===== config.mk =====
export PLATFORM = sky130hd
export DESIGN_NAME = spi_xfer_engine
export DESIGN_NICKNAME = d
export VERILOG_FILES = /design/src/rtl/spi_xfer_pkg.sv /design/src/rtl/spi_byte_fifo.sv /design/src/rtl/spi_bit_shifter.sv /design/src/rtl/spi_xfer_engine.sv
export SDC_FILE = /design/constraint.sdc
export NUM_CORES = 1
export LEC_CHECK = 0
export CAP_MARGIN = 15
export CORE_MARGIN = 2
export CORE_UTILIZATION = 41
export DETAILED_ROUTE_END_ITERATION = 16
export GPL_TIMING_DRIVEN = 0
export SLEW_MARGIN = 20
export SYNTH_ARGS = -nofsm -noshare
export SYNTH_HDL_FRONTEND = slang
export SYNTH_SLANG_ARGS = --single-unit
export TNS_END_PERCENT = 20

===== constraint.sdc =====
create_clock -name clk_i -period 7.09 [get_ports clk_i]
set_input_delay 0.709 -clock clk_i [delete_from_list [all_inputs] [get_ports clk_i]]
set_output_delay 0.709 -clock clk_i [all_outputs]
set_load 0.03 [all_outputs]

===== src/rtl/spi_xfer_pkg.sv =====
package spi_xfer_pkg;
  localparam int unsigned BYTE_W     = 8;
  localparam int unsigned FIFO_DEPTH = 8;
  typedef logic [BYTE_W-1:0] byte_t;
endpackage


===== src/rtl/spi_byte_fifo.sv =====
module spi_byte_fifo #(
  parameter int unsigned DEPTH = 8,
  parameter int unsigned W     = 8,
  localparam int unsigned AW   = $clog2(DEPTH),
  localparam int unsigned CW   = $clog2(DEPTH + 1)
) (
  input  logic          clk_i,
  input  logic          rst_ni,
  input  logic          clr_i,
  input  logic          push_i,
  input  logic [W-1:0]  data_i,
  input  logic          pop_i,
  output logic [W-1:0]  data_o,
  output logic [CW-1:0] count_o,
  output logic          full_o,
  output logic          empty_o
);
  logic [W-1:0]  mem_q [DEPTH];
  logic [AW-1:0] wr_q, rd_q;
  logic [CW-1:0] cnt_q;
  logic          do_push, do_pop;

  assign full_o  = (cnt_q == CW'(DEPTH));
  assign empty_o = (cnt_q == '0);
  assign do_push = push_i && !full_o && !clr_i;
  assign do_pop  = pop_i && !empty_o && !clr_i;
  assign data_o  = mem_q[rd_q];
  assign count_o = cnt_q;

  function automatic logic [AW-1:0] nxt(input logic [AW-1:0] p);
    return (p == AW'(DEPTH - 1)) ? '0 : p + 1'b1;
  endfunction

  always_ff @(posedge clk_i) begin
    if (do_push) mem_q[wr_q] <= data_i;
  end

  always_ff @(posedge clk_i or negedge rst_ni) begin
    if (!rst_ni) begin
      wr_q  <= '0;
      rd_q  <= '0;
      cnt_q <= '0;
    end else if (clr_i) begin
      wr_q  <= '0;
      rd_q  <= '0;
      cnt_q <= '0;
    end else begin
      if (do_push) wr_q <= nxt(wr_q);
      if (do_pop)  rd_q <= nxt(rd_q);
      case ({do_push, do_pop})
        2'b10:   cnt_q <= cnt_q + 1'b1;
        2'b01:   cnt_q <= cnt_q - 1'b1;
        default: cnt_q <= cnt_q;
      endcase
    end
  end
endmodule


===== src/rtl/spi_bit_shifter.sv =====
module spi_bit_shifter #(
  parameter int unsigned DIV_W = 8,
  parameter int unsigned BITS  = 8,
  localparam int unsigned EW   = $clog2(2 * BITS)
) (
  input  logic            clk_i,
  input  logic            rst_ni,
  input  logic [DIV_W-1:0] div_i,
  input  logic            cpha_i,
  input  logic            start_i,
  input  logic [BITS-1:0] data_i,
  input  logic            miso_i,
  output logic            busy_o,
  output logic            done_o,
  output logic            phase_o,
  output logic            mosi_o,
  output logic [BITS-1:0] rx_byte_o
);
  logic [DIV_W-1:0] cnt_q;
  logic [EW-1:0]    edge_q;
  logic             busy_q, phase_q, done_q;
  logic [BITS-1:0]  tx_sr_q, rx_sr_q;
  logic             lead, last, sample, hold;

  assign lead   = !edge_q[0];
  assign last   = (edge_q == EW'(2 * BITS - 1));
  assign sample = lead ^ cpha_i;
  // no output move before the first bit (phase 1) or after the last (phase 0)
  assign hold   = cpha_i ? (edge_q == '0) : last;

  always_ff @(posedge clk_i or negedge rst_ni) begin
    if (!rst_ni) begin
      cnt_q   <= '0;
      edge_q  <= '0;
      busy_q  <= 1'b0;
      phase_q <= 1'b0;
      done_q  <= 1'b0;
      tx_sr_q <= '0;
      rx_sr_q <= '0;
    end else begin
      done_q <= 1'b0;
      if (start_i && !busy_q) begin
        busy_q  <= 1'b1;
        cnt_q   <= div_i;
        edge_q  <= '0;
        phase_q <= 1'b0;
        tx_sr_q <= data_i;
      end else if (busy_q) begin
        if (cnt_q != '0) begin
          cnt_q <= cnt_q - 1'b1;
        end else begin
          cnt_q   <= div_i;
          phase_q <= ~phase_q;
          edge_q  <= edge_q + 1'b1;
          if (sample)     rx_sr_q <= {rx_sr_q[BITS-2:0], miso_i};
          else if (!hold) tx_sr_q <= {tx_sr_q[BITS-2:0], 1'b0};
          if (last) begin
            busy_q <= 1'b0;
            done_q <= 1'b1;
          end
        end
      end
    end
  end

  assign busy_o    = busy_q;
  assign done_o    = done_q;
  assign phase_o   = phase_q;
  assign mosi_o    = tx_sr_q[BITS-1];
  assign rx_byte_o = rx_sr_q;
endmodule


===== src/rtl/spi_xfer_engine.sv =====
module spi_xfer_engine
  import spi_xfer_pkg::*;
#(
  parameter int unsigned DIV_W = 8,
  parameter int unsigned DEPTH = FIFO_DEPTH,
  localparam int unsigned CNT_W = $clog2(DEPTH + 1)
) (
  input  logic             clk_i,
  input  logic             rst_ni,
  input  logic [DIV_W-1:0] div_i,
  input  logic [1:0]       mode_i,
  input  logic             tx_only_i,
  input  logic             tx_push_i,
  input  logic [7:0]       tx_data_i,
  input  logic             tx_clr_i,
  input  logic             rx_pop_i,
  input  logic             rx_clr_i,
  output logic [7:0]       rx_data_o,
  output logic [CNT_W-1:0] tx_count_o,
  output logic [CNT_W-1:0] rx_count_o,
  output logic             tx_full_o,
  output logic             tx_empty_o,
  output logic             rx_full_o,
  output logic             rx_empty_o,
  output logic             busy_o,
  output logic             sck_o,
  output logic             mosi_o,
  input  logic             miso_i
);
  byte_t tx_head, rx_byte;
  logic  tx_pop, rx_push, done, phase;

  assign tx_pop  = !busy_o && !tx_empty_o && !tx_clr_i;
  assign rx_push = done && !tx_only_i;

  spi_byte_fifo #(.DEPTH(DEPTH), .W(BYTE_W)) u_tx_fifo (
    .clk_i, .rst_ni,
    .clr_i   (tx_clr_i),
    .push_i  (tx_push_i),
    .data_i  (tx_data_i),
    .pop_i   (tx_pop),
    .data_o  (tx_head),
    .count_o (tx_count_o),
    .full_o  (tx_full_o),
    .empty_o (tx_empty_o)
  );

  spi_bit_shifter #(.DIV_W(DIV_W), .BITS(BYTE_W)) u_shift (
    .clk_i, .rst_ni,
    .div_i,
    .cpha_i    (mode_i[0]),
    .start_i   (tx_pop),
    .data_i    (tx_head),
    .miso_i,
    .busy_o,
    .done_o    (done),
    .phase_o   (phase),
    .mosi_o,
    .rx_byte_o (rx_byte)
  );

  spi_byte_fifo #(.DEPTH(DEPTH), .W(BYTE_W)) u_rx_fifo (
    .clk_i, .rst_ni,
    .clr_i   (rx_clr_i),
    .push_i  (rx_push),
    .data_i  (rx_byte),
    .pop_i   (rx_pop_i),
    .data_o  (rx_data_o),
    .count_o (rx_count_o),
    .full_o  (rx_full_o),
    .empty_o (rx_empty_o)
  );

  assign sck_o = mode_i[1] ^ phase;
endmodule


* Word-level counts from Yosys, hierarchy flattened
Memories as Yosys holds them, arrays and structs flattened.
Index checks and enable logic that the tools add are counted.
** Cells by class
- $add $sub $neg :: 10
- Equal/unequal tests :: 14
- Multiplexer cells :: 43
- Reductions and logical operators :: 35
- Bitwise logic cells :: 5
** Operator list (number)
- 2-to-1 mux 8 bit :: 8
- 2-to-1 mux 3 bit :: 12
- 2-to-1 mux 4 bit :: 5
- 2-to-1 mux 1 bit :: 16
- case mux 4 bit (2 select lines) :: 2
- adder 3 x 1 -> 3 bit (second input constant) :: 4
- adder 4 x 1 -> 4 bit (second input constant) :: 3
- equality test 3 bit (second input constant) :: 4
- equality test 4 bit (second input constant) :: 3
- logical AND 1 bit :: 12
- zero test 4 bit :: 3
- nonzero test 2 bit :: 5
- zero test 1 bit :: 9
- AND reduction 4 bit :: 2
- nonzero test 8 bit :: 1
- subtractor 4 x 1 -> 4 bit (second input constant) :: 2
- subtractor 8 x 1 -> 8 bit (second input constant) :: 1
- nonzero test 3 bit :: 2
- equality test 2 x 1 -> 1 bit (second input constant) :: 2
- equality test 2 bit (second input constant) :: 2
- != test 2 bit (second input constant) :: 2
- inverter 1 bit :: 3
- != test 2 x 1 -> 1 bit (second input constant) :: 1
- AND reduction 2 bit :: 1
- XOR 1 bit :: 2
** Word-level totals
- Input bits :: 26
- Memories :: 2
- Bits in writable memories :: 128
- Flip-flop bits (word level) :: 51
- Word-level logic and storage cells :: 122
- Output and inout port bits :: 23
** Memory list
- u_rx_fifo.mem_q :: words 8, width 8, read ports 1, clocked after Yosys merged registers in 0, write ports 1, line spi_byte_fifo.sv:18 : logic [W-1:0] mem_q [DEPTH];
- u_tx_fifo.mem_q :: words 8, width 8, read ports 1, clocked after Yosys merged registers in 0, write ports 1, line spi_byte_fifo.sv:18

* Depth between registers and ports, before layout
Gate-level depths: netlist of run 1.
- Depth in word-level cells :: 9
- Gate-level depth with buffers :: 11
- Mapped depth without buffers :: 10

* By module
A second synthesis of run 1 with hierarchy kept.
** Second synthesis, totals
- Cell total of the unflattened synthesis :: 508
- Area total of the unflattened synthesis :: 7896.3 µm²
** By module, submodules not included
- spi_byte_fifo at u_rx_fifo :: seq. area each 2172.1 µm², cells each 176, area an instance 3168.0 µm², instances 1
- spi_byte_fifo at u_tx_fifo :: seq. area each 2172.1 µm², cells each 171, area an instance 3120.5 µm², instances 1
- spi_bit_shifter :: seq. area each 775.7 µm², cells each 158, area an instance 1582.8 µm², instances 1
- spi_xfer_engine :: seq. area each 0.0 µm², cells each 3, area an instance 25.0 µm², instances 1

* Worst setup path before layout of run 1
No wires, ideal clock.
- Path kind :: register to register
- Start :: register u_tx_fifo.cnt_q[1], in the netlist u_tx_fifo.count_o[1]
- End :: register u_tx_fifo.cnt_q[3], in the netlist u_tx_fifo.count_o[3]
- Stages on the path, launching flop included :: 12
- Buffers on the path :: 1
- Library setup time :: 96 ps
- Arrival :: 3244 ps
- Clock period less this slack :: 3340 ps
- Data required time :: 6994 ps
- Path slack :: 3750 ps
- Cell sequence :: dfrtp_1 -> nor4_1 -> nor3_1 -> clkbuf_1 -> nand2_1 -> inv_1 -> ha_1 -> a21o_1 -> a21oi_1 -> or3_1 -> a21boi_0 -> o31ai_1
** On the way
- Cells in the longest elaborated chain, start to end :: 9
- Elaborated cells between the ends (all ways) :: 17
- Those cells by class :: add/sub (2); eq/ne (3); mux (2); reduce/logical (10)
** RTL lines
- start, declared :: line spi_byte_fifo.sv:20 : logic [CW-1:0] cnt_q;
- start signal, assigned :: line spi_byte_fifo.sv:51 : 2'b10: cnt_q <= cnt_q + 1'b1;
- start signal, assigned :: line spi_byte_fifo.sv:52 : 2'b01: cnt_q <= cnt_q - 1'b1;
- start signal, assigned :: line spi_byte_fifo.sv:53 : default: cnt_q <= cnt_q;
- zero test 4 bit * :: line spi_byte_fifo.sv:24 : assign empty_o = (cnt_q == '0);
- via tx_empty_o :: line spi_xfer_engine.sv:22 : output logic tx_empty_o,
- zero test 1 bit * :: line spi_byte_fifo.sv:26, spi_xfer_engine.sv:33
- logical AND 1 bit (2 in series) :: line spi_xfer_engine.sv:33 : assign tx_pop = !busy_o && !tx_empty_o && !tx_clr_i;
- logical AND 1 bit * (2 in series) :: line spi_byte_fifo.sv:26 : assign do_pop = pop_i && !empty_o && !clr_i;
- equality test 2 x 1 -> 1 bit or equality test 2 bit (tied branches) :: line spi_byte_fifo.sv:50 : case ({do_push, do_pop})
- case mux 4 bit (2 select lines) :: line spi_byte_fifo.sv:50
- 2-to-1 mux 4 bit :: line spi_byte_fifo.sv:43 : end else if (clr_i) begin
The timed path passes the listed nets; every way through them passes the cells marked *.
A chain may end at the register's enable or synchronous reset.

* Worst setup path in the final report of run 1
- Start :: register u_rx_fifo.rd_q[1]
- End :: output port rx_data_o[3]
** On the way
- Cells in the longest elaborated chain, start to end :: 1
** RTL lines
- start, declared :: line spi_byte_fifo.sv:19 : logic [AW-1:0] wr_q, rd_q;
- start signal, assigned :: line spi_byte_fifo.sv:49 : if (do_pop) rd_q <= nxt(rd_q);
- memory read (8 x 8 bit)
- end, declared :: line spi_xfer_engine.sv:18 : output logic [7:0] rx_data_o,
Every way passes these cells.

==> summary.txt, run 1 <==
Clock tree
  • CTS Buffer Depth: 2
  • CTS tree: done
  • CTS Buf Count: 17
  • CTS Hold Buffers Added: 0
  • Clock Latency Late Sink: between 400 and 500 ps
  • Post-CTS resize count: 0
  • Clk slew on worst S/H paths: 70 ps
  • Num Clock Sinks: 179
  • H-tree levels: 4
  • Root buf cell: clkbuf_16
  • Setup bufs post-CTS: 0

Pwr
  • Cell internal pwr: ~2.1 mW
  • Pwr/cell area: about 320 nW/um^2
  • Sequential power share: 44.4%
  • Combinational share of power: a little under a quarter
  • Sw frac: between 20 and 30%
  • Psw: ~0.86 mW
  • LEAKAGE: roughly 3.3 nW
  • Worst vdd ir: around 260 uV
  • Clock group share of total power: 32.2%

Logic synthesis
  • Yosys top cell by area: edfxtp_1
  • Synth Instances: 492
  • Ys flop type: edfxtp_1
  • Sequential fraction of the synthesis area: between 60% and 70%
  • YS warnings: 0
  • Syn Nets: 536
  • Syn avg cell area: between 15 and 20 sq um
  • Post-synth top area share: approximately 50%
  • FFs w/ async S/R, synth: 28.5%
  • Number of synthesized flops with an enable pin: 128
  • Netlist cell types: 54
  • Synthesized flop and latch total: ~180
  • Synthesized area: roughly 7700 sq um
  • Ranking of synthesized cells by area: edfxtp_1, dfrtp_1, mux4_2, mux2_2, ha_1

Setup path
  • Crit-path leading delay family: buffers and inverters
  • Worst setup SP type: register
  • Number of buffers and inverters on the critical path: 3
  • Crit path DAT: 3020 ps
  • Critical Path RT: approximately 6400 ps
  • Critical-path cell list: buf_1 > clkbuf_1 > mux4_2 > mux2_2 > clkdlybuf4s50_1
  • Nature of the critical path endpoint: output port
  • Critical-path top delay cell: clkdlybuf4s50_1
  • Crit-path max cell delay: roughly 590 ps
  • Crit Path Category: reg2out
  • Highest net fanout along the worst path: 10

Routing
  • Drt total wl: 14,800 um
  • Antenna Violating Nets Remaining: 0
  • Drt drc: 0
  • Routed len/inst: ~18 um
  • DR iter-0 viols: between 200 and 250
  • Initial DRT Pass Iterations: 4
  • Routed vias/inst: approximately 5.4
  • Via count: 4,347

Layout
  • N_diodes: 0
  • Layout overhead on the synthesized area: 18.7%
  • Final net count: about 600
  • Most common cell after layout, fill and taps aside: edfxtp_1
  • Sequential Area: ~5100 sq um
  • Fillers: 1,577
  • Multi-input logic area: 2470 sq um
  • Commonest cells after routing, fill and taps aside: edfxtp_1, dfrtp_1, clkdlybuf4s50_1
  • Share of post-route cells with drive strength above 1: between 10% and 20%

STA
  • Highest achievable clock rate: roughly 270 MHz
  • Worst slew pin tran: 988 ps
  • Hold_ws: slightly above 300 ps
  • Slew HR: approximately 34%
  • Count of pins over their slew limit: 0
  • Final Hold Fails: 0
  • Final worst-path cycle share: 52.6%
  • Unrepaired setup endpoints after global routing: no
  • Min Tclk post-route: roughly 3700 ps
  • Total negative slack: 0 ps
  • Layout Skew: ~6.7 ps
  • Setup violators final: 0

Floorplanning
  • Boundary Pins: between 40 and 50
  • Die Span X: between 100 and 150 um
  • Core area: 18,500 sq um
  • DIE HEIGHT: roughly 140 um
  • DIE AREA: slightly below 20,000 sq um
  • Std cell rows: 50
  • Initial Util: approximately two fifths

Flow run
  • Max-cap violations: 0

GRT
  • Largest net degree at the start of global routing: 52
  • Grt ovf: 0
  • Total Routing Usage GR: between 10% and 20%
  • First-pass GRT wire length: 24,000 um
  • Vias in the first global route: approximately 4,400
  • Initial antenna violation count: 0

Place
  • Port Buf Inserts: 48
  • RePlAce Congestion: between 0.8 and 0.9
  • Detailed Place HPWL: 10,000 um

Hold path
  • Worst Hold Class: in2async

Outcome
  • Status: finished, final reports clean
-- final cells by class --
type	instances	area share, %
plain buffers	21	0.962
clock buffers	17	4.67
clock inverters	15	1.99
inverters	8	0.330
multi-input cells	284	27.1
flip-flops and latches	179	56.2
well taps	234	3.22
repair buffers	51	5.47
-- state kept, by name, summed over array words and instances (netlist names), 3 cells and up --
name,cells
u_rx_fifo.count_o,4
u_rx_fifo.mem_q,64
u_rx_fifo.rd_q,3
u_rx_fifo.wr_q,3
u_shift.cnt_q,8
u_shift.edge_q,4
u_shift.rx_byte_o,8
u_shift.tx_sr_q,8
u_tx_fifo.count_o,4
u_tx_fifo.mem_q,64
u_tx_fifo.rd_q,3
u_tx_fifo.wr_q,3
-- synth_stat cells, drive strengths merged (2+ instances only) --
master and count:
a21boi 2, a21o 2, a21oi 16, a22o 2, a22oi 10, a31oi 9, a32oi 3, and3 2
buf 12, clkbuf 9, dfrtp 51, edfxtp 128, fa 2, ha 16, inv 8, mux2 18
mux2i 11, mux4 32, nand2 40, nand2b 6, nand3 5, nand3b 5, nor2 34, nor3 13
nor3b 3, nor4 3, o21ai 14, o31ai 2, o41ai 2, or3 4, or4b 3, xnor2 3
xor2 6
-- logic make-up after synthesis --
group           Yosys count  synth area share [%]
fa+ha+maj                18                  3.13
flops                   179                  66.7
simple gates            125                  7.96
mux                      61                  13.5
xor+xnor                  9                  1.03
compound gates           71                  6.13
buf+inv                  29                  1.53
-- power groups by stage --
stage               Clock [mW]  Combinational [mW]  Sequential [mW]
finish                   0.950               0.690             1.31
global route              1.01               0.757             1.32
CTS                      0.971               0.697             1.31
detailed placement           0               0.694             1.33
global placement             0               0.677             1.32
floorplan                    0               0.457             1.33
-- per-layer routing --
metal | track usage, % | vias up | part of all wire, % | routed length [um]
met5 | 0 | - | 0 | 0
met4 | 4.74 | 0 | 0.99 | 147
met1 | 19.9 | 2211 | 43 | 6350
met3 | 3.43 | 8 | 3.1 | 456
met2 | 28.0 | 79 | 53 | 7890
li1 | - | 2049 | - | -
-- worst paths after layout --
| check | from | end | slack, ps | cells after the start |
|---|---|---|---|---|
| min in group clk_i | u_shift.tx_sr_q[0] | u_shift.tx_sr_q[0] | 520 | 2 |
| hold reg to reg | u_shift.tx_sr_q[0] | u_shift.tx_sr_q[0] | 520 | 2 |
| hold / removal | rst_ni | u_tx_fifo.count_o[2] | 310 | 1 |
| setup reg to reg | u_rx_fifo.count_o[0] | u_rx_fifo.count_o[3] | 4100 | 10 |
| max in group asynchronous | rst_ni | u_shift.rx_byte_o[0] | 6320 | 1 |
| setup / recovery | u_rx_fifo.rd_q[1] | rx_data_o[3] | 3360 | 5 |
-- stage by stage --
step                      std cells  cell area [sq um]  total power [mW]  utilization (%)  setup slack (ps)
after floorplan                 492               7670              1.79                -              3750
after global placement          774               8440              2.00             45.6              2800
after detailed placement        777               8500              2.02             45.9              3670
after CTS                       809               9110              2.97             49.2              3250
after global routing            809               9110              3.09             49.2              3160
final                           809               9110              2.95             49.2              3360
No activity file was read; power rests on OpenSTA's default activity.
==> run 2, diff against run 1 <==
Clock period 7.09 ns to 2.99 ns, I/O delays scaled along.
==> run 2 against run 1 <==
- setup slack worse by 3200 ps
- via count is 1.0% higher
- register-to-register slack worse by 3900 ps
- largest cell class unchanged
==> summary.txt, run 2 (synthesis gave the netlist of run 1 again) <==
Outcome
  • Status: finished, final reports clean

Routing
  • Routed len/inst: about 18 um
  • Drt total wl: 15,000 um
  • Initial DRT Pass Iterations: 4
  • DR iter-0 viols: between 200 and 300
  • Via count: about 4,400
  • Drt drc: 0
  • Antenna Violating Nets Remaining: 0
  • Routed vias/inst: 5.41

STA
  • Final Hold Fails: 0
  • Worst slew pin tran: ~950 ps
  • Layout Skew: 7.31 ps
  • Unrepaired setup endpoints after global routing: yes
  • Final worst-path cycle share: between 90% and 100%
  • Final worst setup slack: about 160 ps
  • Setup violators final: 0
  • Slew HR: 36.7%
  • Min Tclk post-route: about 2800 ps
  • Highest achievable clock rate: approximately 350 MHz
  • Total negative slack: 0 ps
  • Count of pins over their slew limit: 0

Floorplanning
  • DIE AREA: approximately 20,000 sq um
  • Initial Util: 41.4%
  • Die Span X: between 100 and 150 um
  • Boundary Pins: 49
  • DIE HEIGHT: approximately 140 um
  • Std cell rows: 50
  • Core area: around 19,000 sq um

Clock tree
  • Clk slew on worst S/H paths: about 70 ps
  • Setup bufs post-CTS: 0
  • Num Clock Sinks: 179
  • CTS tree: done
  • CTS Buf Count: 17
  • Root buf cell: clkbuf_16
  • Clock Latency Late Sink: about 430 ps
  • CTS Buffer Depth: 2
  • H-tree levels: 4

GRT
  • Total Routing Usage GR: between 10% and 20%
  • Largest net degree at the start of global routing: 52
  • Vias in the first global route: 4,561
  • Grt ovf: 0
  • First-pass GRT wire length: between 20,000 and 25,000 um
  • Initial antenna violation count: 0

Layout
  • Most common cell after layout, fill and taps aside: edfxtp_1
  • Commonest cells after routing, fill and taps aside: edfxtp_1, dfrtp_1, nand2_1
  • N_diodes: 0
  • Fillers: 1,581
  • Share of post-route cells with drive strength above 1: 19.4%
  • Layout overhead on the synthesized area: 18.6%
  • Final net count: 608
  • Biggest regs: u_rx_fifo.mem_q (64), u_tx_fifo.mem_q (64)
  • Non-Filler Cell Area, Final: roughly 9100 sq um

Flow run
  • Max-cap violations: 0

Hold path
  • Worst Hold Class: in2async

Pwr
  • Cell internal pwr: ~4.7 mW
  • Sw frac: just over 30%
  • Sequential power share: 46.0%
  • Worst vdd ir: roughly 450 uV
  • LEAKAGE: 3.42 nW
  • Psw: 2.05 mW
  • Combinational share of power: around a quarter
  • Clock group share of total power: approximately 30%
  • Pwr/cell area: about 740 nW/um^2

Place
  • Detailed Place HPWL: 10,200 um
  • RePlAce Congestion: roughly 0.78
  • Port Buf Inserts: between 40 and 50
  • Setup WS pre-CTS: -51.0 ps
  • Area post-placement: approximately 8500 sq um

Setup path
  • Critical Path RT: 3290 ps
  • Crit path DAT: about 3100 ps
  • Nature of the critical path endpoint: register
  • Crit Path Category: reg2reg
  • Highest net fanout along the worst path: 8
  • Worst setup SP type: register
## run 2: power groups by stage
stage          Clock [mW]  Combinational [mW]  Sequential [mW]
4_1_cts              2.07                1.65             3.11
2_1_floorplan           0                1.08             3.16
3_3_place_gp            0                1.60             3.13
6_report             2.02                1.63             3.11
5_1_grt              2.18                1.79             3.15
3_5_place_dp            0                1.64             3.15
## run 2: what timing repair did
item / in CTS / in global routing
resized for setup: 8 / 8
endpoints found under the hold margin: 51 / 0
hold buffers: 1 / 0
endpoints found under the setup margin: 10 / 9
## run 2: worst paths after layout
check | from | to | slack [ps] | depth (start not counted)
worst max-delay path | u_rx_fifo.count_o[0] | u_rx_fifo.count_o[3] | 160 | 10
worst min-delay path | rst_ni | u_tx_fifo.count_o[2] | 450 | 2
worst max register to register | u_rx_fifo.count_o[0] | u_rx_fifo.count_o[3] | 160 | 10
worst min register to register | u_shift.tx_sr_q[0] | u_shift.tx_sr_q[0] | 530 | 2
max in group asynchronous | rst_ni | u_rx_fifo.rd_q[1] | 2050 | 2
min in group clk_i | div_i[4] | u_shift.cnt_q[4] | 470 | 3
## run 2: final cells by class
type / instances / area, sq um / share of cell area [%]
buffer: 20 / 95.1 / 1.05
clock buffer: 18 / 429 / 4.72
clock inverter: 14 / 105 / 1.16
inverter: 8 / 30.0 / 0.330
multi-input combinational: 284 / 2490 / 27.3
sequential: 179 / 5120 / 56.3
tap: 234 / 293 / 3.22
timing repair buffer: 54 / 537 / 5.90
## run 2: metal layers
metal / wire length (um) / GRT usage [%] / vias up
li1: - / - / 2054
met1: 6720 / 21.0 / 2243
met2: 7590 / 27.4 / 78
met3: 447 / 2.85 / 16
met4: 206 / 5.68 / 0
met5: 0 / 0 / -
## run 2: critical path, stage by stage (launching register included)
cell and delay (ps):
dfrtp_1 490, or4b_2 720, inv_1 100, nor2_1 100, nor3_2 230, ha_1 290, a21o_1 150, a21oi_1 180
mux2i_1 240, xor2_1 160, nor2_1 50
## run 2: per-stage QoR
stage	util [%]	total power [mW]	std cells	hold WS (ps)
floorplan	-	4.25	492	3.41
global placement	45.6	4.73	774	495
detailed placement	46.0	4.80	779	389
CTS	49.0	6.84	811	460
global route	49.1	7.11	811	449
finish	49.1	6.76	811	447
